<file path="config.mk">
export PLATFORM = sky130hd
export DESIGN_NAME = mwire_rom_reader
export DESIGN_NICKNAME = d
export VERILOG_FILES = /design/src/rtl/mwr_pkg.sv /design/src/rtl/mwr_engine.sv /design/src/rtl/mwr_ctrl.sv /design/src/rtl/mwire_rom_reader.sv
export SDC_FILE = /design/constraint.sdc
export NUM_CORES = 1
export LEC_CHECK = 0
export ABC_AREA = 1
export BUFFER_PORTS_ARGS = -buffer_cell sky130_fd_sc_hd__buf_2
export CAP_MARGIN = 0
export CORE_MARGIN = 2
export CORE_UTILIZATION = 50
export CTS_BUF_LIST = sky130_fd_sc_hd__clkbuf_8 sky130_fd_sc_hd__clkbuf_16
export CTS_CLUSTER_SIZE = 40
export DETAILED_ROUTE_END_ITERATION = 8
export HOLD_SLACK_MARGIN = 0.05
export MAX_ROUTING_LAYER = met4
export PLACE_DENSITY = 0.72
export SYNTH_ARGS = -nofsm -noshare
export SYNTH_HDL_FRONTEND = slang
export SYNTH_HIERARCHICAL = 1
export SYNTH_SLANG_ARGS = --single-unit
</file>
<file path="constraint.sdc">
create_clock -name clk -period 4.4 [get_ports clk]
set_clock_uncertainty 0.15 [all_clocks]
set_input_delay 0.44 -clock clk [delete_from_list [all_inputs] [get_ports clk]]
set_output_delay 0.44 -clock clk [all_outputs]
set_load 0.005 [all_outputs]
</file>
<file path="src/rtl/mwr_pkg.sv">
package mwr_pkg;
  // Command opcodes including the leading start bit
  localparam logic [2:0] OP_READ  = 3'b110;
  localparam logic [2:0] OP_WRITE = 3'b101;
  localparam logic [2:0] OP_ERASE = 3'b111;

  typedef enum logic [2:0] {
    PH_IDLE, PH_CMD_LO, PH_CMD_HI, PH_DAT_LO, PH_DAT_HI, PH_FIN
  } phase_t;

  typedef enum logic [1:0] {
    BT_ISSUE, BT_WAIT, BT_RUN
  } boot_t;
endpackage

</file>
<file path="src/rtl/mwr_engine.sv">
module mwr_engine
  import mwr_pkg::*;
#(
  parameter int AW_N = 6,
  parameter int AW_W = 8,
  parameter int DW   = 16
) (
  input  logic            clk,
  input  logic            rst_n,
  input  logic            tick,
  input  logic            start,
  input  logic            wide,
  input  logic [AW_W-1:0] addr,
  output logic            busy,
  output logic            done,
  output logic [DW-1:0]   rdata,
  output logic            cs,
  output logic            sk,
  output logic            di,
  input  logic            do_i
);
  localparam int CMD_W = 3 + AW_W;
  localparam int PAD   = AW_W - AW_N;
  localparam int CNT_W = $clog2(CMD_W + DW);

  phase_t           ph;
  logic [CMD_W-1:0] shreg;
  logic [CMD_W-1:0] load_w;
  logic [CNT_W-1:0] cnt;

  // Narrow commands are left-aligned so the MSB always leaves first
  always_comb begin
    if (wide) load_w = {OP_READ, addr};
    else      load_w = {OP_READ, addr[AW_N-1:0], {PAD{1'b0}}};
  end

  assign busy = (ph != PH_IDLE);

  always_ff @(posedge clk) begin
    if (!rst_n) begin
      ph    <= PH_IDLE;
      shreg <= '0;
      cnt   <= '0;
      rdata <= '0;
      cs    <= 1'b0;
      sk    <= 1'b0;
      di    <= 1'b0;
      done  <= 1'b0;
    end else begin
      done <= 1'b0;
      case (ph)
        PH_IDLE: if (start) begin
          cs    <= 1'b1;
          sk    <= 1'b0;
          shreg <= load_w;
          di    <= load_w[CMD_W-1];
          cnt   <= wide ? CNT_W'(CMD_W - 1) : CNT_W'(AW_N + 2);
          ph    <= PH_CMD_LO;
        end
        PH_CMD_LO: if (tick) begin
          sk <= 1'b1;
          ph <= PH_CMD_HI;
        end
        PH_CMD_HI: if (tick) begin
          sk <= 1'b0;
          if (cnt == '0) begin
            di  <= 1'b0;
            cnt <= CNT_W'(DW - 1);
            ph  <= PH_DAT_LO;
          end else begin
            shreg <= {shreg[CMD_W-2:0], 1'b0};
            di    <= shreg[CMD_W-2];
            cnt   <= cnt - 1'b1;
            ph    <= PH_CMD_LO;
          end
        end
        PH_DAT_LO: if (tick) begin
          sk <= 1'b1;
          ph <= PH_DAT_HI;
        end
        PH_DAT_HI: if (tick) begin
          rdata <= {rdata[DW-2:0], do_i};
          sk    <= 1'b0;
          if (cnt == '0) ph <= PH_FIN;
          else begin
            cnt <= cnt - 1'b1;
            ph  <= PH_DAT_LO;
          end
        end
        PH_FIN: if (tick) begin
          cs   <= 1'b0;
          done <= 1'b1;
          ph   <= PH_IDLE;
        end
        default: ph <= PH_IDLE;
      endcase
    end
  end
endmodule

</file>
<file path="src/rtl/mwr_ctrl.sv">
module mwr_ctrl
  import mwr_pkg::*;
#(
  parameter int            AW_W      = 8,
  parameter int            DW        = 16,
  parameter int            MAC_WORDS = 3,
  parameter int            MAC_BASE  = 7,
  parameter logic [DW-1:0] SIG       = 16'h8129
) (
  input  logic                  clk,
  input  logic                  rst_n,
  input  logic                  req_valid,
  input  logic [AW_W-1:0]       req_addr,
  output logic                  req_ready,
  output logic                  rsp_valid,
  input  logic                  rsp_ready,
  output logic [DW-1:0]         rsp_data,
  output logic                  eng_start,
  output logic                  eng_wide,
  output logic [AW_W-1:0]       eng_addr,
  input  logic                  eng_done,
  input  logic [DW-1:0]         eng_rdata,
  output logic [DW*MAC_WORDS-1:0] mac,
  output logic                  mac_valid,
  output logic                  boot_done,
  output logic                  wide
);
  localparam int STEP_W = $clog2(MAC_WORDS + 1);

  boot_t             st;
  logic [STEP_W-1:0] step;
  logic              inflight;
  logic [DW-1:0]     mac_w [MAC_WORDS];

  assign wide      = mac_valid ? eng_wide : 1'b0;
  assign req_ready = (st == BT_RUN) && !inflight && !rsp_valid;
  assign eng_start = (st == BT_ISSUE) || (req_valid && req_ready);

  logic wide_q;
  always_comb begin
    eng_wide = (st != BT_RUN && step == '0) ? 1'b1 : wide_q;
    if (st == BT_RUN)     eng_addr = req_addr;
    else if (step == '0)  eng_addr = '0;
    else                  eng_addr = AW_W'(MAC_BASE) + AW_W'(step) - 1'b1;
  end

  always_ff @(posedge clk) begin
    if (!rst_n) begin
      st        <= BT_ISSUE;
      step      <= '0;
      wide_q    <= 1'b0;
      inflight  <= 1'b0;
      rsp_valid <= 1'b0;
      rsp_data  <= '0;
      mac_valid <= 1'b0;
      boot_done <= 1'b0;
    end else begin
      boot_done <= 1'b0;
      case (st)
        BT_ISSUE: st <= BT_WAIT;
        BT_WAIT: if (eng_done) begin
          if (step == '0) wide_q <= (eng_rdata == SIG);
          if (step == STEP_W'(MAC_WORDS)) begin
            st        <= BT_RUN;
            mac_valid <= 1'b1;
            boot_done <= 1'b1;
          end else begin
            step <= step + 1'b1;
            st   <= BT_ISSUE;
          end
        end
        BT_RUN: begin
          if (req_valid && req_ready) inflight <= 1'b1;
          if (eng_done && inflight) begin
            inflight  <= 1'b0;
            rsp_valid <= 1'b1;
            rsp_data  <= eng_rdata;
          end else if (rsp_valid && rsp_ready) begin
            rsp_valid <= 1'b0;
          end
        end
        default: st <= BT_ISSUE;
      endcase
    end
  end

  // One capture register per station-address word, lowest word lowest
  for (genvar g = 0; g < MAC_WORDS; g++) begin : g_mac
    always_ff @(posedge clk) begin
      if (!rst_n) mac_w[g] <= '0;
      else if (st == BT_WAIT && eng_done && step == STEP_W'(g + 1))
        mac_w[g] <= eng_rdata;
    end
    assign mac[g*DW +: DW] = mac_w[g];
  end
endmodule

</file>
<file path="src/rtl/mwire_rom_reader.sv">
module mwire_rom_reader #(
  parameter int AW_N      = 6,
  parameter int AW_W      = 8,
  parameter int DW        = 16,
  parameter int MAC_WORDS = 3,
  parameter int MAC_BASE  = 7,
  parameter logic [15:0] SIG = 16'h8129
) (
  input  logic                    clk,
  input  logic                    rst_n,
  input  logic                    tick,
  input  logic                    req_valid,
  output logic                    req_ready,
  input  logic [AW_W-1:0]         req_addr,
  output logic                    rsp_valid,
  input  logic                    rsp_ready,
  output logic [DW-1:0]           rsp_data,
  output logic                    ee_cs,
  output logic                    ee_sk,
  output logic                    ee_di,
  input  logic                    ee_do,
  output logic [DW*MAC_WORDS-1:0] station_addr,
  output logic                    station_valid,
  output logic                    boot_done,
  output logic                    addr_wide
);
  logic            eng_start;
  logic            eng_wide;
  logic [AW_W-1:0] eng_addr;
  logic            eng_busy;
  logic            eng_done;
  logic [DW-1:0]   eng_rdata;

  mwr_ctrl #(
    .AW_W(AW_W), .DW(DW), .MAC_WORDS(MAC_WORDS), .MAC_BASE(MAC_BASE), .SIG(SIG)
  ) u_ctrl (
    .clk       (clk),
    .rst_n     (rst_n),
    .req_valid (req_valid),
    .req_addr  (req_addr),
    .req_ready (req_ready),
    .rsp_valid (rsp_valid),
    .rsp_ready (rsp_ready),
    .rsp_data  (rsp_data),
    .eng_start (eng_start),
    .eng_wide  (eng_wide),
    .eng_addr  (eng_addr),
    .eng_done  (eng_done),
    .eng_rdata (eng_rdata),
    .mac       (station_addr),
    .mac_valid (station_valid),
    .boot_done (boot_done),
    .wide      (addr_wide)
  );

  mwr_engine #(.AW_N(AW_N), .AW_W(AW_W), .DW(DW)) u_eng (
    .clk   (clk),
    .rst_n (rst_n),
    .tick  (tick),
    .start (eng_start),
    .wide  (eng_wide),
    .addr  (eng_addr),
    .busy  (eng_busy),
    .done  (eng_done),
    .rdata (eng_rdata),
    .cs    (ee_cs),
    .sk    (ee_sk),
    .di    (ee_di),
    .do_i  (ee_do)
  );

  logic unused_busy;
  assign unused_busy = eng_busy;
endmodule

</file>
==> flow_summary.yaml <==
clock_network:
  cts_setup_buffers: 0
  cts_tree: "yes"
  post_cts_resized: 0
  clockBufferDepth: 2
  hold_buffers: 0
  clock_latency_ns: 0.37
  cts_root_buf: "clkbuf_8"
  cts.sinks: 111
  cts_inserted_buffers: 9
  clk_pin_slew_ns: 0.11
  htree_levels: 3
final_layout:
  drive_gt1_share_pct: 23.38
  diodes: 0
  multi_input_area_um2: 1790
  final_common_cell: "nand2_1"
  final_area_um2: 5520
  final_cell_mix: "nand2_1 (115), nor2_1 (97), buf_2 (85), dfxtp_1 (63), inv_1 (52)"
  layout.nets: 647
  syn_to_final_growth_pct: 13.95
  fill_cells: 827
  seq_area_um2: 2703
timing:
  timing.setup.tns_ns: 0
  tightest_slew_ns: 0.7454
  final_max_slew_viol_count: 0
  slew-limit-headroom_pct: 50.00
  final-setup-viol-count: 0
  whs_ns: 0.1874
  fmax_mhz: 491.6
  rsz0062_at_grt: "false"
  fin_crit_sh_pct: 46.24
  hold_violations: 0
  final.min_clock_period_ns: 2.034
  layout_setup_ws_ns: 2.366
global_routing:
  grt_max_degree: 34
  grt_pass1_vias: 3431
  overflow: 0
  grt_pass1_wl_mm: 15.98
  grt_usage_pct: 19.97
  antenna_found_initial: 0
die:
  die_y_um: 102.4
  initial_core_util_pct: 51.94
  rows: 35
  die_w_um: 102.4
  die_area_um2: 10490
  io_pins: 86
  core_area_um2: 9328
drt:
  vias: 3798
  wirelength_mm: 9.791
  drtAntennaViolNets: 0
  first_iter_violations: 218
  via_per_inst: 4.984
  drc: 0
  firstDrtPassIters: 4
  wl_per_cell_um: 12.85
place:
  pre_cts_ws_ns: 2.316
  gp_congestion: 0.7928
  dpl_cell_area_um2: 5315
  port_buffers: 85
  post-dp-hpwl_mm: 7.056
yosys:
  yosys_warnings: 6
  synthAdderAreaFrac_pct: 1.291
  ys_async_sr_fraction_pct: 0
  muxShareOfSynthArea_pct: 0
  synth_xor_area_share_pct: 0.1808
  syn_nets: 569
  synth_top_flop_cell: "dfxtp_1"
  syn_area_per_cell_um2: 8.808
  synth-simple-area-share_pct: 25.13
  yosysSeqAreaShare_pct: 55.79
  netlist-cell-type-count: 35
  synth-compound-area-share_pct: 10.36
  synth_cells: 550
  ys_seq_elements: 111
  synth-edff-count: 48
  syn_area_um2: 4845
  synth_top_family_by_area: "simple AND/OR/NAND/NOR gates"
min_path:
  holdPathEnd: "u_ctrl/rsp_valid"
  min_path_cells: 4
  min_from: "rsp_ready"
  hold_path_class: "primary input to flip-flop"
run:
  drv_cap: 0
critical_path:
  crit_required_ns: 3.81
  worstSetupPathType: "flip-flop to primary output"
  endpoint_kind: "primary output"
  timing.reg2reg.setup_slack_ns: 2.42
  crit_arrival_ns: 1.44
  crit_fanout: 4
  critPathLaunchType: "flip-flop"
  ff2ff_path_depth: 10
  rr_endpoint: "u_eng/shreg[8]"
  reg2reg_from: "u_ctrl/st[1]"
power:
  power_density_nw_per_um2: 471.7
  power_mw: 2.604
  irDropWorstVdd_mv: 0.3066
  p_leak_nw: 2.333
run_status:
  status: "finished, final reports clean"
[through the flow]
step           instances  utilization [%]
2_1_floorplan        550                -
3_3_place_gp         746            56.98
3_5_place_dp         746            56.98
4_1_cts              762            59.18
5_1_grt              762            59.18
6_report             762            59.18
[routing by layer]
layer	vias up	part of all wire [%]	track usage, %
met3	10	4.9	3.352
met4	0	1.2	6.154
li1	1932	-	-
met2	88	48	32.03
met5	-	0	-
met1	1768	46	26.03
[report_power, final]
group / leakage, nW / switching, mW / total [mW] / internal [mW]
Combinational: 1.24 / 0.506 / 0.758 / 0.252
Clock: 0.104 / 0.378 / 0.610 / 0.232
Sequential: 0.991 / 0.0780 / 1.24 / 1.16
[state kept, by name, indices dropped and copies added (netlist names)]
| register | cells |
|---|---|
| u_ctrl/mac_w | 48 |
| u_ctrl/rsp_data | 16 |
| u_eng/rdata | 16 |
| u_eng/shreg | 10 |
| u_eng/cnt | 5 |
| u_eng/ph | 3 |
| u_ctrl/st | 2 |
| u_ctrl/step | 2 |
| u_ctrl/boot_done | 1 |
| u_ctrl/inflight | 1 |
| u_ctrl/mac_valid | 1 |
| u_ctrl/rsp_valid | 1 |
| u_ctrl/wide_q | 1 |
| u_eng/cs | 1 |
| u_eng/di | 1 |
| u_eng/done | 1 |
| u_eng/sk | 1 |
[layout make-up]
cell class                 count  share of cell area [%]
clock buffer                   9                   2.244
timing repair buffer          87                   7.978
multi-input combinational    361                   32.43
inverter                      58                   3.989
clock inverter                 7                   1.473
sequential                   111                   48.96
tap                          129                   2.924
[worst max-delay path by stage]
stage	from	slack [ns]	depth (start not counted)	endpoint
CTS	u_ctrl/step[0]	2.36	5	addr_wide
finish	u_ctrl/step[0]	2.37	5	addr_wide
detailed placement	rst_n	2.32	4	u_ctrl/mac_w[1][6]
floorplan	u_ctrl/st[0]	2.07	4	u_ctrl/mac_w[2][0]
global route	u_ctrl/st[1]	2.18	10	u_eng/shreg[8]
global placement	rst_n	2.38	3	u_ctrl/mac_w[1][7]
[cells in the mapped netlist (3+ instances only)]
library cell | n | area [um2]
ha_1 | 5 | 62.56
nor2_1 | 97 | 364.1
nor2_2 | 3 | 18.77
dfxtp_1 | 63 | 1261
a21oi_2 | 15 | 131.4
buf_2 | 6 | 30.03
a21oi_1 | 32 | 160.2
o21ai_1 | 18 | 90.09
nand2_4 | 6 | 67.56
buf_4 | 3 | 22.52
buf_6 | 5 | 56.30
nor2_4 | 6 | 67.56
nand2_1 | 115 | 431.7
nand3_1 | 27 | 135.1
edfxtp_1 | 48 | 1441
inv_1 | 52 | 195.2
inv_2 | 4 | 15.01
clkbuf_1 | 6 | 22.52
o21ai_0 | 18 | 90.09
nand2_2 | 3 | 18.77
[critical path, cell delays in order, from the launching register on]
cell,delay (ns)
dfxtp_1,0.36
inv_1,0.13
ha_1,0.23
nand2_1,0.09
a21oi_1,0.13
buf_2,0.13
[logic make-up (layout without fill, tap and decap cells)]
| kind of cell | after synthesis | after routing |
|---|---|---|
| AO/OA/AOI/OAI | 87 | 87 |
| buffers and inverters | 78 | 161 |
| adder cells (fa/ha/maj) | 5 | 5 |
| flip-flops | 111 | 111 |
| XOR/XNOR | 1 | 1 |
| AND/OR/NAND/NOR | 268 | 268 |
No activity file was read; power rests on OpenSTA's default activity.
